===== src/rtl/dsi_seq_pkg.sv =====
package dsi_seq_pkg;
  localparam logic [7:0] DI_VSYNC = 8'h01;
  localparam logic [7:0] DI_HSYNC = 8'h21;
  localparam logic [7:0] DI_BLANK = 8'h19;
  localparam logic [7:0] DI_RGB24 = 8'h3E;
  localparam logic [7:0] FILL_BYTE = 8'h00;
  localparam logic [15:0] CRC_SEED = 16'hFFFF;
  localparam logic [15:0] CRC_POLY = 16'h8408;

  typedef enum logic [1:0] {PK_SYNC, PK_HBP, PK_HACT, PK_HFP} pkt_e;
  typedef enum logic [1:0] {PH_HDR, PH_PAY, PH_CRC} phase_e;
  typedef enum logic [1:0] {LN_VSA, LN_VBP, LN_ACT, LN_VFP} line_e;
endpackage


===== src/rtl/dsi_ecc.sv =====
module dsi_ecc (
  input  logic [23:0] hdr_i,
  output logic [7:0]  ecc_o
);
  logic [5:0] p;
  logic [23:0] d;
  assign d = hdr_i;
  assign p[0] = d[0]^d[1]^d[2]^d[4]^d[5]^d[7]^d[10]^d[11]^d[13]^d[16]^d[20]^d[21]^d[22]^d[23];
  assign p[1] = d[0]^d[1]^d[3]^d[4]^d[6]^d[8]^d[10]^d[12]^d[14]^d[17]^d[20]^d[21]^d[22]^d[23];
  assign p[2] = d[0]^d[2]^d[3]^d[5]^d[6]^d[9]^d[11]^d[12]^d[15]^d[18]^d[20]^d[21]^d[22];
  assign p[3] = d[1]^d[2]^d[3]^d[7]^d[8]^d[9]^d[13]^d[14]^d[15]^d[19]^d[20]^d[21]^d[23];
  assign p[4] = d[4]^d[5]^d[6]^d[7]^d[8]^d[9]^d[16]^d[17]^d[18]^d[19]^d[20]^d[22]^d[23];
  assign p[5] = d[10]^d[11]^d[12]^d[13]^d[14]^d[15]^d[16]^d[17]^d[18]^d[19]^d[21]^d[22]^d[23];
  assign ecc_o = {2'b00, p};
endmodule


===== src/rtl/dsi_crc16.sv =====
module dsi_crc16 import dsi_seq_pkg::*; (
  input  logic        clk_i,
  input  logic        rst_ni,
  input  logic        clr_i,
  input  logic        en_i,
  input  logic [7:0]  data_i,
  output logic [15:0] crc_o
);
  logic [15:0] crc_q, crc_n;

  always_comb begin
    crc_n = crc_q;
    for (int i = 0; i < 8; i++) begin
      if (crc_n[0] ^ data_i[i]) crc_n = (crc_n >> 1) ^ CRC_POLY;
      else                      crc_n = crc_n >> 1;
    end
  end

  always_ff @(posedge clk_i or negedge rst_ni) begin
    if (!rst_ni)    crc_q <= CRC_SEED;
    else if (clr_i) crc_q <= CRC_SEED;
    else if (en_i)  crc_q <= crc_n;
  end

  assign crc_o = crc_q;
endmodule


===== src/rtl/dsi_line_ctrl.sv =====
module dsi_line_ctrl import dsi_seq_pkg::*; #(
  parameter int LINE_W = 12
) (
  input  logic              clk_i,
  input  logic              rst_ni,
  input  logic              adv_i,
  input  logic [LINE_W-1:0] vsa_i,
  input  logic [LINE_W-1:0] vbp_i,
  input  logic [LINE_W-1:0] vact_i,
  input  logic [LINE_W-1:0] vfp_i,
  output line_e             kind_o,
  output logic              first_o
);
  localparam int SUM_W = LINE_W + 2;

  logic [SUM_W-1:0] ln_q, ln_inc, b_sync, b_bp, b_act, b_tot;

  assign b_sync = SUM_W'(vsa_i);
  assign b_bp   = b_sync + SUM_W'(vbp_i);
  assign b_act  = b_bp + SUM_W'(vact_i);
  assign b_tot  = b_act + SUM_W'(vfp_i);
  assign ln_inc = ln_q + 1'b1;

  always_ff @(posedge clk_i or negedge rst_ni) begin
    if (!rst_ni)    ln_q <= '0;
    else if (adv_i) ln_q <= (ln_inc >= b_tot) ? '0 : ln_inc;
  end

  always_comb begin
    if (ln_q < b_sync)     kind_o = LN_VSA;
    else if (ln_q < b_bp)  kind_o = LN_VBP;
    else if (ln_q < b_act) kind_o = LN_ACT;
    else                   kind_o = LN_VFP;
  end

  assign first_o = (ln_q == '0);
endmodule


===== src/rtl/dsi_vid_seq.sv =====
module dsi_vid_seq import dsi_seq_pkg::*; #(
  parameter int WC_W   = 16,
  parameter int LINE_W = 12
) (
  input  logic              clk_i,
  input  logic              rst_ni,
  input  logic              run_i,
  input  logic [WC_W-1:0]   hact_wc_i,
  input  logic [WC_W-1:0]   hbp_wc_i,
  input  logic [WC_W-1:0]   hfp_wc_i,
  input  logic [LINE_W-1:0] vsa_i,
  input  logic [LINE_W-1:0] vbp_i,
  input  logic [LINE_W-1:0] vact_i,
  input  logic [LINE_W-1:0] vfp_i,
  input  logic [7:0]        pix_byte_i,
  input  logic              pix_vld_i,
  output logic              pix_rdy_o,
  output logic [7:0]        byte_o,
  output logic              byte_vld_o,
  output logic              sop_o,
  output logic              eol_o,
  output logic              sof_o
);
  pkt_e              pkt_q, pkt_d;
  phase_e            ph_q, ph_d;
  logic [WC_W-1:0]   cnt_q, cnt_d, cur_wc;
  logic [15:0]       wc_f;
  logic [7:0]        di, ecc, byte_d;
  logic [15:0]       crc;
  line_e             kind;
  logic              first_line, act_line, pay_pix, adv;
  logic              hdr_last, pay_last, crc_last, pkt_end, line_end;

  always_comb begin
    unique case (pkt_q)
      PK_HBP:  cur_wc = hbp_wc_i;
      PK_HACT: cur_wc = hact_wc_i;
      PK_HFP:  cur_wc = hfp_wc_i;
      default: cur_wc = '0;
    endcase
  end

  assign act_line = (kind == LN_ACT);
  assign wc_f     = 16'(cur_wc);

  always_comb begin
    unique case (pkt_q)
      PK_SYNC: di = first_line ? DI_VSYNC : DI_HSYNC;
      PK_HACT: di = act_line ? DI_RGB24 : DI_BLANK;
      default: di = DI_BLANK;
    endcase
  end

  dsi_ecc u_ecc (.hdr_i({wc_f, di}), .ecc_o(ecc));

  assign pay_pix   = (ph_q == PH_PAY) && (pkt_q == PK_HACT) && act_line;
  assign pix_rdy_o = run_i && pay_pix;
  assign adv       = run_i && (!pay_pix || pix_vld_i);

  assign hdr_last = (ph_q == PH_HDR) && (cnt_q == WC_W'(3));
  assign pay_last = (ph_q == PH_PAY) && (({1'b0, cnt_q} + 1'b1) == {1'b0, cur_wc});
  assign crc_last = (ph_q == PH_CRC) && cnt_q[0];
  assign pkt_end  = (hdr_last && (pkt_q == PK_SYNC)) || crc_last;
  assign line_end = pkt_end && (pkt_q == PK_HFP);

  always_comb begin
    unique case (ph_q)
      PH_HDR: begin
        unique case (cnt_q[1:0])
          2'd0:    byte_d = di;
          2'd1:    byte_d = wc_f[7:0];
          2'd2:    byte_d = wc_f[15:8];
          default: byte_d = ecc;
        endcase
      end
      PH_PAY:  byte_d = pay_pix ? pix_byte_i : FILL_BYTE;
      default: byte_d = cnt_q[0] ? crc[15:8] : crc[7:0];
    endcase
  end

  always_comb begin
    pkt_d = pkt_q;
    ph_d  = ph_q;
    cnt_d = cnt_q;
    unique case (ph_q)
      PH_HDR: begin
        if (!hdr_last) cnt_d = cnt_q + 1'b1;
        else begin
          cnt_d = '0;
          if (pkt_q == PK_SYNC) pkt_d = PK_HBP;
          else if (cur_wc == '0) ph_d = PH_CRC;
          else ph_d = PH_PAY;
        end
      end
      PH_PAY: begin
        if (pay_last) begin
          ph_d  = PH_CRC;
          cnt_d = '0;
        end else cnt_d = cnt_q + 1'b1;
      end
      default: begin
        if (!cnt_q[0]) cnt_d = WC_W'(1);
        else begin
          cnt_d = '0;
          ph_d  = PH_HDR;
          pkt_d = pkt_e'(pkt_q + 2'd1);  // HFP wraps to SYNC
        end
      end
    endcase
  end

  dsi_crc16 u_crc (
    .clk_i  (clk_i),
    .rst_ni (rst_ni),
    .clr_i  (adv && (ph_q == PH_HDR)),
    .en_i   (adv && (ph_q == PH_PAY)),
    .data_i (byte_d),
    .crc_o  (crc)
  );

  dsi_line_ctrl #(.LINE_W(LINE_W)) u_line (
    .clk_i   (clk_i),
    .rst_ni  (rst_ni),
    .adv_i   (adv && line_end),
    .vsa_i   (vsa_i),
    .vbp_i   (vbp_i),
    .vact_i  (vact_i),
    .vfp_i   (vfp_i),
    .kind_o  (kind),
    .first_o (first_line)
  );

  always_ff @(posedge clk_i or negedge rst_ni) begin
    if (!rst_ni) begin
      pkt_q <= PK_SYNC;
      ph_q  <= PH_HDR;
      cnt_q <= '0;
    end else if (adv) begin
      pkt_q <= pkt_d;
      ph_q  <= ph_d;
      cnt_q <= cnt_d;
    end
  end

  always_ff @(posedge clk_i or negedge rst_ni) begin
    if (!rst_ni) begin
      byte_o     <= '0;
      byte_vld_o <= 1'b0;
      sop_o      <= 1'b0;
      eol_o      <= 1'b0;
      sof_o      <= 1'b0;
    end else begin
      byte_vld_o <= adv;
      sop_o      <= adv && (ph_q == PH_HDR) && (cnt_q == '0);
      sof_o      <= adv && (ph_q == PH_HDR) && (cnt_q == '0) && (pkt_q == PK_SYNC) && first_line;
      eol_o      <= adv && line_end;
      if (adv) byte_o <= byte_d;
    end
  end
endmodule


===== config.mk =====
export PLATFORM = sky130hd
export DESIGN_NAME = dsi_vid_seq
export DESIGN_NICKNAME = d
export VERILOG_FILES = /design/src/rtl/dsi_seq_pkg.sv /design/src/rtl/dsi_ecc.sv /design/src/rtl/dsi_crc16.sv /design/src/rtl/dsi_line_ctrl.sv /design/src/rtl/dsi_vid_seq.sv
export SDC_FILE = /design/constraint.sdc
export NUM_CORES = 1
export LEC_CHECK = 0
export BUFFER_PORTS_ARGS = -buffer_cell sky130_fd_sc_hd__buf_2
export CORE_AREA = 4 4 117 147
export DETAILED_ROUTE_END_ITERATION = 8
export DIE_AREA = 0 0 121 151
export PLACE_DENSITY = 0.75
export SYNTH_ARGS = -nofsm -noshare
export SYNTH_HDL_FRONTEND = slang
export SYNTH_SLANG_ARGS = --single-unit

===== constraint.sdc =====
create_clock -name clk_i -period 5.7 [get_ports clk_i]
set_clock_uncertainty 0.1 [all_clocks]
set_input_delay 0.57 -clock clk_i [delete_from_list [all_inputs] [get_ports clk_i]]
set_output_delay 0.57 -clock clk_i [all_outputs]
set_load 0.05 [all_outputs]

**After elaboration in Yosys (flattened, before gate mapping)**

Index checks and enable logic that the tools add are counted.

- Add/sub/neg operators: 7
- Multiplexer cells: 36
- Magnitude comparators: 4
- Bitwise gates (word level): 90
- Reductions and logical operators: 29
- Equality and inequality tests: 14

Operators with widths:

| kind | number |
|---|---|
| $mux 16 | 12 |
| $xor 1x1->1 | 75 |
| $pmux 16 s3 | 1 |
| $logic_not 16->1 | 2 |
| $pmux 16 s2 | 1 |
| $add 14x12->14 | 2 |
| $lt 14x14->1 | 2 |
| $not 2->3 | 8 |
| $pmux 8 s3 | 1 |
| $mux 2 | 10 |
| $add 16x1->17 const B | 1 |
| $eq 17x16->1 | 1 |
| $add 16x1->16 const B | 1 |
| $eq 16x2->1 const B | 1 |
| $mux 8 | 2 |
| $pmux 8 s2 | 1 |
| $logic_and 1x1->1 | 15 |
| $add 14x1->14 const B | 1 |
| $ge 14x14->1 | 1 |
| $logic_not 14->1 | 1 |
| $lt 14x12->1 | 1 |
| $mux 14 | 1 |
| $add 12x12->13 | 1 |
| $mux 6 | 2 |
| 16 further kinds | 36 |

- Bits in registers: 62
- Bits of input ports: 108
- Logic and storage cells: 190
- Output and inout port bits: 13

**Longest topological paths before layout**

Gate-level depths: netlist of run 1.

- Depth after elaboration: 42
- Depth in mapped cells: 30

**Hierarchy**

A second synthesis of run 1 with hierarchy kept.

- Cell total of the unflattened synthesis: 982
- Area, all modules: 8,329.2 um^2

Modules (own cells, without submodules):

| module | area an instance (um^2) | instances | cells an instance | sequential area each (um^2) |
|---|---|---|---|---|
| dsi_line_ctrl | 3,754.9 | 1 | 486 | 350.3 |
| dsi_vid_seq | 3,026.7 | 1 | 373 | 800.8 |
| dsi_crc16 | 1,027.2 | 1 | 81 | 420.4 |
| dsi_ecc | 520.5 | 1 | 42 | 0.0 |

**Worst setup path after synthesis of run 1**

Ideal clock, no wire load.

- Kind: input port to flip-flop
- Start: in vsa_i[0]
- End: reg u_crc.crc_q[10] (netlist: u_crc.crc_o[10])
- Setup slack: -0.564 ns
- Data arrival time: 6.086 ns
- Stages on the path: 28
- Path through: ha_1 -> inv_1 -> fa_1 -> inv_1 -> ha_1 -> a21o_1 -> a21oi_1 -> o21bai_1 -> a21oi_1 -> o21bai_1 -> a21oi_1 -> o21ai_0 -> a21o_1 -> a21o_1 -> xor2_1 -> inv_1 -> ha_1 -> nor3_1 -> o21ai_0 -> a41oi_1 -> nor2_1 -> a311o_1 -> o41ai_1 -> a211oi_1 -> a221oi_1 -> nand2_1 -> xnor3_1 -> a31oi_1

- Cells in the longest elaborated chain, start to end: 33
- Elaborated cells between the ends (all ways): 57
- Those cells by class: 2 x add/sub; 3 x order compare; 1 x eq/ne; 16 x mux; 28 x bitwise; 7 x reduce/logical

Ends and longest elaborated chain:

| what | RTL line | RTL |
|---|---|---|
| from (decl) | dsi_vid_seq.sv:11 | `input logic [LINE_W-1:0] vsa_i,` |
| $add 12x12->13 | dsi_line_ctrl.sv:19 | `assign b_bp = b_sync + SUM_W'(vbp_i);` |
| $add 14x12->14 | dsi_line_ctrl.sv:20 | `assign b_act = b_bp + SUM_W'(vact_i);` |
| $lt 14x14->1 | dsi_line_ctrl.sv:32 | `else if (ln_q < b_act) kind_o = LN_ACT;` |
| $mux 1 | dsi_line_ctrl.sv:32 |  |
| $mux 2 | dsi_line_ctrl.sv:31 | `else if (ln_q < b_bp) kind_o = LN_VBP;` |
| $mux 2 * | dsi_line_ctrl.sv:30 | `if (ln_q < b_sync) kind_o = LN_VSA;` |
| $eq 2x2->1 * | dsi_vid_seq.sv:43 | `assign act_line = (kind == LN_ACT);` |
| $mux 6 | dsi_vid_seq.sv:49 | `PK_HACT: di = act_line ? DI_RGB24 : DI_BLANK;` |
| (+13 left out) | - |  |
| $pmux 8 s3 | dsi_vid_seq.sv:69 | `unique case (cnt_q[1:0])` |
| $pmux 8 s2 | dsi_vid_seq.sv:67 | `unique case (ph_q)` |
| $xor 1x1->1 | dsi_crc16.sv:14 | `if (crc_n[0] ^ data_i[i]) crc_n = (crc_n >> 1) ^ CRC_POLY;` |
| $mux 16 (5 in a row) | dsi_crc16.sv:14 |  |
| $not 2->3 (no line) | - |  |
| $mux 16 | dsi_crc16.sv:14 |  |
| $mux 16 | dsi_crc16.sv:22 | `else if (en_i) crc_q <= crc_n;` |
| $mux 16 | dsi_crc16.sv:21 | `else if (clr_i) crc_q <= CRC_SEED;` |
| to (signal assigned) | dsi_crc16.sv:22 |  |
| to (decl) | dsi_crc16.sv:9 | `logic [15:0] crc_q, crc_n;` |

Every way passes the cells marked *; elsewhere a longest branch is shown, timed or not. The select of a mux whose other input is x is not followed.
A chain may end at the register's enable or synchronous reset.

**Worst setup path in the final report of run 1**

- Start: in vbp_i[0]
- End: out pix_rdy_o

- Cells in the longest elaborated chain, start to end: 9
- Elaborated cells between the ends (all ways): 10
- Those cells by class: 2 x add/sub; 2 x order compare; 1 x eq/ne; 3 x mux; 2 x reduce/logical

Ends and longest elaborated chain:

| what | RTL line | RTL |
|---|---|---|
| from (decl) | dsi_vid_seq.sv:12 | `input logic [LINE_W-1:0] vbp_i,` |
| $add 12x12->13 * | dsi_line_ctrl.sv:19 |  |
| $add 14x12->14 | dsi_line_ctrl.sv:20 |  |
| $lt 14x14->1 | dsi_line_ctrl.sv:32 |  |
| $mux 1 | dsi_line_ctrl.sv:32 |  |
| $mux 2 * | dsi_line_ctrl.sv:31 |  |
| $mux 2 * | dsi_line_ctrl.sv:30 |  |
| $eq 2x2->1 * | dsi_vid_seq.sv:43 |  |
| $logic_and 1x1->1 * | dsi_vid_seq.sv:56 | `assign pay_pix = (ph_q == PH_PAY) && (pkt_q == PK_HACT) && act_line;` |
| $logic_and 1x1->1 * | dsi_vid_seq.sv:57 | `assign pix_rdy_o = run_i && pay_pix;` |
| to (decl) | dsi_vid_seq.sv:17 | `output logic pix_rdy_o,` |

Every way passes the cells marked *; elsewhere a longest branch is shown, timed or not.

==> run_results.csv, run 1 <==
group,metric,value,unit
outcome,status,"finished with violations",
outcome,violations,"negative setup slack",
timing,slew_headroom,31.9,%
synth,async_flop_share,100,%
setup_path,r2r_start,"pkt_q[0]",
timing,slew_viol_final,0,
run,drv_cap,0,
place,placed_cell_area,0.00950,mm2
route,vias,8201,
floorplan,core,0.0159,mm2
synth,synthCells,954,
synth,seq_area_frac_synth,20.1,%
floorplan,num_rows,52,
synth,synth_nets,1163,
pwr,p_per_area,573,mW/mm2
global_route,grt_pass1_vias,8223,
final_layout,multi_input_area,0.00604,mm2
floorplan,start_util,48.9,%
floorplan,fp.dieH,151,um
setup_path,required,5.03,ns
synth,synth.ff_latch_count,62,
timing,layout_setup_ws,-0.160,ns
cts,clock_latency,0.33,ns
timing,post-route-period-util,103,%
cts,h-tree-depth,3,
cts,numCtsBuffers,9,
global_route,grt_usage,25.2,%
synth,syn_area,0.00780,mm2
setup_path,end_kind,"output pin",
timing,hold_violations,0,
timing,period_needed,5.86,ns
synth,synth_top_cell_by_area,"ha_1",
synth,synth_top_cell_area_share,15.7,%
final_layout,design_area,0.0103,mm2
synth,synth-edff-count,0,
timing,rsz0062_at_grt,"yes",
timing,fmax,0.171,GHz
floorplan,die_x,121,um
place,gp_congestion,0.899,
global_route,grt_max_degree,63,
route,drt-pass1-iter-count,6,
synth,ys_types,77,
cts,hold_buffers,0,
timing,setup_violations,9,
floorplan,die_area,0.0183,mm2
place,numPortBuffers,120,
final_layout,regArea,0.00157,mm2
setup_path,start_kind,"primary input",
global_route,antenna_found_initial,0,
global_route,grt.overflow.total,0,
synth,yosys-top-cells-area,"ha_1, dfrtp_1, xnor2_1",
global_route,grt_pass1_wl,37700,um
route,drt_first_iter_violations,663,
cts,root_buffer,"clkbuf_16",
synth,ys.flop_type,"dfrtp_1",
synth,syn_avg_cell_area,8.18,um2
final_layout,finalNetCount,1397,
route,drc,0,
floorplan,io-pin-count,121,
pwr,leakage,5.12,nW
route,wl,23400,um
cts,cts.sinks,62,
route,ant_nets,0,
cts,clkTransAtPathRegs,0.05,ns
pwr,vdd_drop_max,285,uV
route,avgRoutedWirePerCell,16.6,um
route,routed_via_density,5.82,
setup_path,critical_path.max_fanout,6,
final_layout,n_antenna_cell,0,
cts,clock_path_buffers,2,
timing,worstMarginPinSlew,1.02,ns
cts,tritoncts,"built",
setup_path,critPathKind,"primary input to output pin",
final_layout,n_fill_cell,1313,
synth,synth_warnings,0,
setup_path,critPathLaunch,"vbp_i[0]",
timing,tns,-0.492,ns
setup_path,cp_data_arrival_time,5.19,ns
final_layout,area_growth,31.8,%
worst_hold_path,holdCritPathClass,"primary input to asynchronous set/reset pin",
final_layout,layout-drive-gt1-share,30.8,%
place,dp_hpwl,18100,um
## kinds of logic (layout without fill, tap and decap cells)
family / Yosys count / count (layout) / share of synthesized area [%]
xor+xnor: 120 / 120 / 15.2
fa+ha+maj: 101 / 101 / 16.5
simple gates: 254 / 254 / 15.5
compound gates: 269 / 270 / 23.9
mux: 12 / 12 / 1.62
buf+inv: 136 / 374 / 7.03
flops: 62 / 62 / 20.1
## cells in the final DEF (no fill, tap or decap), types with 9 or more instances in the layout
cell	synthesis	layout
a31oi_1	17	16
dfstp_2	16	16
and3_1	13	11
buf_2	3	117
nand2b_1	11	11
a21o_1	25	25
nand4_1	14	14
ha_1	98	96
inv_1	96	94
a21oi_1	44	35
clkbuf_16	0	9
nand2_1	84	81
nand3_1	21	20
nor3_1	20	16
a21oi_2	0	9
o21ai_0	43	37
o22a_1	9	9
xnor2_1	74	69
o22ai_1	11	11
xor2_1	35	34
a222oi_1	15	15
nor4_1	13	11
o21bai_1	9	9
o21ai_1	24	24
nor2_1	55	53
buf_4	0	135
dfrtp_1	46	46
## Yosys cell counts (13+ instances only)
| cell type | n |
|---|---|
| xor2_1 | 35 |
| and3_1 | 13 |
| clkbuf_1 | 28 |
| o21ai_0 | 43 |
| a31oi_1 | 17 |
| nand4_1 | 14 |
| o21ai_1 | 24 |
| a21oi_1 | 44 |
| nand2_1 | 84 |
| dfstp_2 | 16 |
| inv_1 | 96 |
| nor3_1 | 20 |
| xnor2_1 | 74 |
| nor4_1 | 13 |
| ha_1 | 98 |
| nor2_1 | 55 |
| nand3_1 | 21 |
| a222oi_1 | 15 |
| a21o_1 | 25 |
| dfrtp_1 | 46 |
## state kept, by name, summed over array words and instances (netlist names)
register	count
cnt_q	16
sop_o	1
byte_o	8
sof_o	1
byte_vld_o	1
ph_q	2
eol_o	1
u_line.ln_q	14
u_crc.crc_o	16
pkt_q	2
## stage by stage
stage               total power [mW]  utilization [%]  cells  setup WS [ns]  hold WS (ns)
floorplan                       3.63                -    954         0.0140         0.174
global placement                4.75             59.6   1375         -0.269         0.353
detailed placement              4.86             59.6   1375         -0.457         0.367
CTS                             5.63             62.3   1399        -0.0556         0.336
global route                    6.30             64.5   1409         -0.421         0.386
finish                          5.89             64.5   1409         -0.160         0.277
## metal layers
| layer | track usage (%) | share of wire, % | vias up |
|---|---|---|---|
| met1 | 28.2 | 38 | 3843 |
| li1 | - | - | 3920 |
| met5 | 0 | 0 | - |
| met3 | 2.91 | 5.5 | 107 |
| met2 | 46.3 | 51 | 331 |
| met4 | 13.3 | 5.7 | 0 |
## path summary, 6_finish.rpt
kind / slack, ns / to / cells after the start
hold / removal: 0.28 / cnt_q[12] / 2
setup reg to reg: 1.16 / u_crc.crc_o[8] / 14
hold reg to reg: 0.37 / byte_o[3] / 2
max in group asynchronous: 4.67 / u_line.ln_q[10] / 2
setup / recovery: -0.16 / pix_rdy_o / 28
min in group clk_i: 0.37 / byte_o[3] / 2
## power breakdown
| part | total (mW) | switching (mW) | internal [mW] |
|---|---|---|---|
| Sequential | 0.730 | 0.160 | 0.570 |
| Combinational | 4.57 | 2.32 | 2.25 |
| Clock | 0.594 | 0.202 | 0.393 |
| Total | 5.89 | 2.68 | 3.21 |
## area by class of cell
type,instances,share of cell area [%]
multi-input combinational,757,58.8
clock buffer,10,2.33
tap,216,2.63
clock inverter,6,0.828
sequential,62,15.3
inverter,98,3.58
timing repair buffer,260,16.6
## worst max-delay path: stages
cell and delay (ns):
buf_6 0.08, ha_4 0.13, inv_2 0.03, fa_1 0.50, inv_1 0.05, ha_1 0.28
a21o_1 0.16, a21oi_2 0.17, o21bai_1 0.11, a21oi_2 0.16, o21bai_1 0.10, a21oi_2 0.19
o21ai_2 0.09, a21o_1 0.15, a21o_1 0.17, xor2_1 0.20, inv_1 0.07, ha_2 0.18
nor3_2 0.14, o21ai_1 0.09, a41oi_2 0.24, nor2_2 0.07, a311o_2 0.47, buf_4 0.17
nor2_4 0.11, buf_6 0.15, and3_4 0.19, buf_8 0.14
## timing repair
action / CTS / global route
buffers inserted: 8 / 10
gates resized for setup: 10 / 58
endpoints found under the hold margin: 0 / 0
setup endpoints to repair: 11 / 58
cloned: 0 / 1
pin swaps: 11 / 48
Note: power is estimated with default switching activity, not from simulation.
==> run 2: changes to the inputs <==
- PLACE_DENSITY: 0.75 -> 0.85
==> run 2 against run 1 <==
Effect of this change: the run still ends with negative setup slack left; worst setup slack improved by 0.032 ns; clock power is essentially flat; flip-flop and latch count unchanged; die area unchanged; sequential power rose by 0.7%; clock-buffer cell count up 2; register-to-register slack worse by 0.16 ns; final area is 2.8% higher; total power rose by 2.9%; critical endpoint is now u_crc.crc_o[14].
==> run_results.csv, run 2 (same netlist as run 1, synthesis figures left out) <==
group,metric,value,unit
outcome,status,"finished with violations",
outcome,violations,"negative setup slack",
place,gp_congestion,0.971,
cts,clock_path_buffers,2,
route,avgRoutedWirePerCell,18.3,um
floorplan,fp.dieH,151,um
global_route,antenna_found_initial,0,
route,drt_first_iter_violations,669,
route,drt-pass1-iter-count,7,
run,drv_cap,0,
global_route,grt.overflow.total,0,
floorplan,start_util,48.9,%
pwr,leakage,5.24,nW
route,drc,0,
setup_path,critPathKind,"primary input to register",
pwr,p_per_area,574,mW/mm2
setup_path,cp_data_arrival_time,5.98,ns
global_route,grt_usage,26.0,%
worst_hold_path,holdCritPathClass,"primary input to asynchronous set/reset pin",
floorplan,die_x,121,um
final_layout,finalNetCount,1409,
place,dp_slack,-0.509,ns
final_layout,layout_commonest_cell,"buf_4",
cts,clkTransAtPathRegs,0.06,ns
place,dp.cells,1371,
final_layout,layout-drive-gt1-share,33.3,%
setup_path,r2r-end,"u_crc.crc_o[9]",
route,vias,8575,
final_layout,fin_util,66.3,%
setup_path,end_kind,"register",
route,routed_via_density,6.03,
setup_path,start_kind,"primary input",
final_layout,mostFrequentLayoutCells,"buf_4, buf_2, inv_1",
setup_path,r2r_setup_slack,1.00,ns
global_route,grt_max_degree,63,
cts,h-tree-depth,3,
setup_path,critical_path.max_fanout,6,
floorplan,core,0.0159,mm2
timing,tns,-0.652,ns
final_layout,n_fill_cell,1200,
floorplan,num_rows,52,
pwr,vdd_drop_max,268,uV
place,numPortBuffers,120,
timing,slew_viol_final,0,
final_layout,n_antenna_cell,0,
timing,slew_headroom,23.6,%
setup_path,required,5.86,ns
place,dp_hpwl,18300,um
pwr,power,6.06,mW
cts,hold_buffers,0,
timing,fmax,0.172,GHz
floorplan,io-pin-count,121,
timing,worstMarginPinSlew,1.15,ns
setup_path,r2r_cells,13,
setup_path,slowest_delay,0.45,ns
setup_path,r2r_start,"pkt_q[0]",
timing,period_needed,5.83,ns
route,ant_nets,0,
cts,cts.sinks,62,
timing,layout_setup_ws,-0.128,ns
final_layout,area_growth,35.5,%
global_route,grt_pass1_vias,8571,
global_route,grt_pass1_wl,38700,um
cts,root_buffer,"clkbuf_16",
final_layout,fin_cells,1421,
timing,post-route-period-util,102,%
timing,rsz0062_at_grt,"yes",
floorplan,die_area,0.0183,mm2
timing,hold_violations,0,
setup_path,slowest_stage,"a311o_2",
timing,setup_violations,11,
route,wl,26000,um
cts,tritoncts,"built",
cts,clock_latency,0.34,ns
cts,numCtsBuffers,9,
-- run 2: changes by cell type in the layout (fill, tap and decap cells not counted), moves of 4 or more --
cell,delta
buf_4,+9
ha_1,-4
o21ai_1,+5
xnor2_1,-4
buf_6,+5
o21ai_0,-5
ha_4,+4
-- run 2: where the power goes --
part / switching [mW] / total, mW / internal, mW
Clock: 0.202 / 0.596 / 0.393
Sequential: 0.165 / 0.735 / 0.570
Combinational: 2.44 / 4.73 / 2.29
Total: 2.81 / 6.06 / 3.25
-- run 2: how the worst max path moves through the flow --
stage               depth (start not counted)  startpoint               to
global placement                           30    vsa_i[0]   u_crc.crc_o[7]
global route                               27    vbp_i[0]  u_crc.crc_o[10]
floorplan                                  28    vsa_i[0]   u_crc.crc_o[7]
CTS                                        30    vbp_i[0]  u_crc.crc_o[14]
detailed placement                         29    vsa_i[0]  u_crc.crc_o[10]
finish                                     26    vsa_i[2]  u_crc.crc_o[14]
-- run 2: worst max-delay path, delay by kind of cell --
kind / cells / cell delay, ns
buffers and inverters: 3 / 0.42
AO/OA/AOI/OAI: 14 / 3.16
XOR/XNOR: 2 / 0.36
AND/OR/NAND/NOR: 4 / 0.60
adder cells (fa/ha/maj): 3 / 0.85
-- run 2: metrics by stage --
| stage | cell area (um2) | hold slack (ns) |
|---|---|---|
| detailed placement | 9470 | 0.360 |
| floorplan | 7870 | 0.174 |
| global route | 10600 | 0.371 |
| finish | 10600 | 0.288 |
| global placement | 9470 | 0.354 |
| CTS | 10100 | 0.314 |
-- run 2: layout make-up --
cell class	instances	area (um2)	area share [%]
well taps	216	270	2.56
multi-input cells	757	6220	58.9
clock inverters	4	70.1	0.663
inverters	98	368	3.48
repair buffers	272	1820	17.2
clock buffers	12	246	2.33
flip-flops and latches	62	1570	14.9
-- run 2: repair_timing --
action,CTS,global route
gates resized for setup,30,80
endpoints found under the setup margin,26,58
buffers inserted,20,15
gates cloned,0,1
pin swaps,37,70
-- run 2: per-layer routing --
metal	track usage, %	part of all wire [%]
met1	27.5	36
met2	47.6	51
met3	3.74	6.1
met4	17.3	6.6
met5	0	0
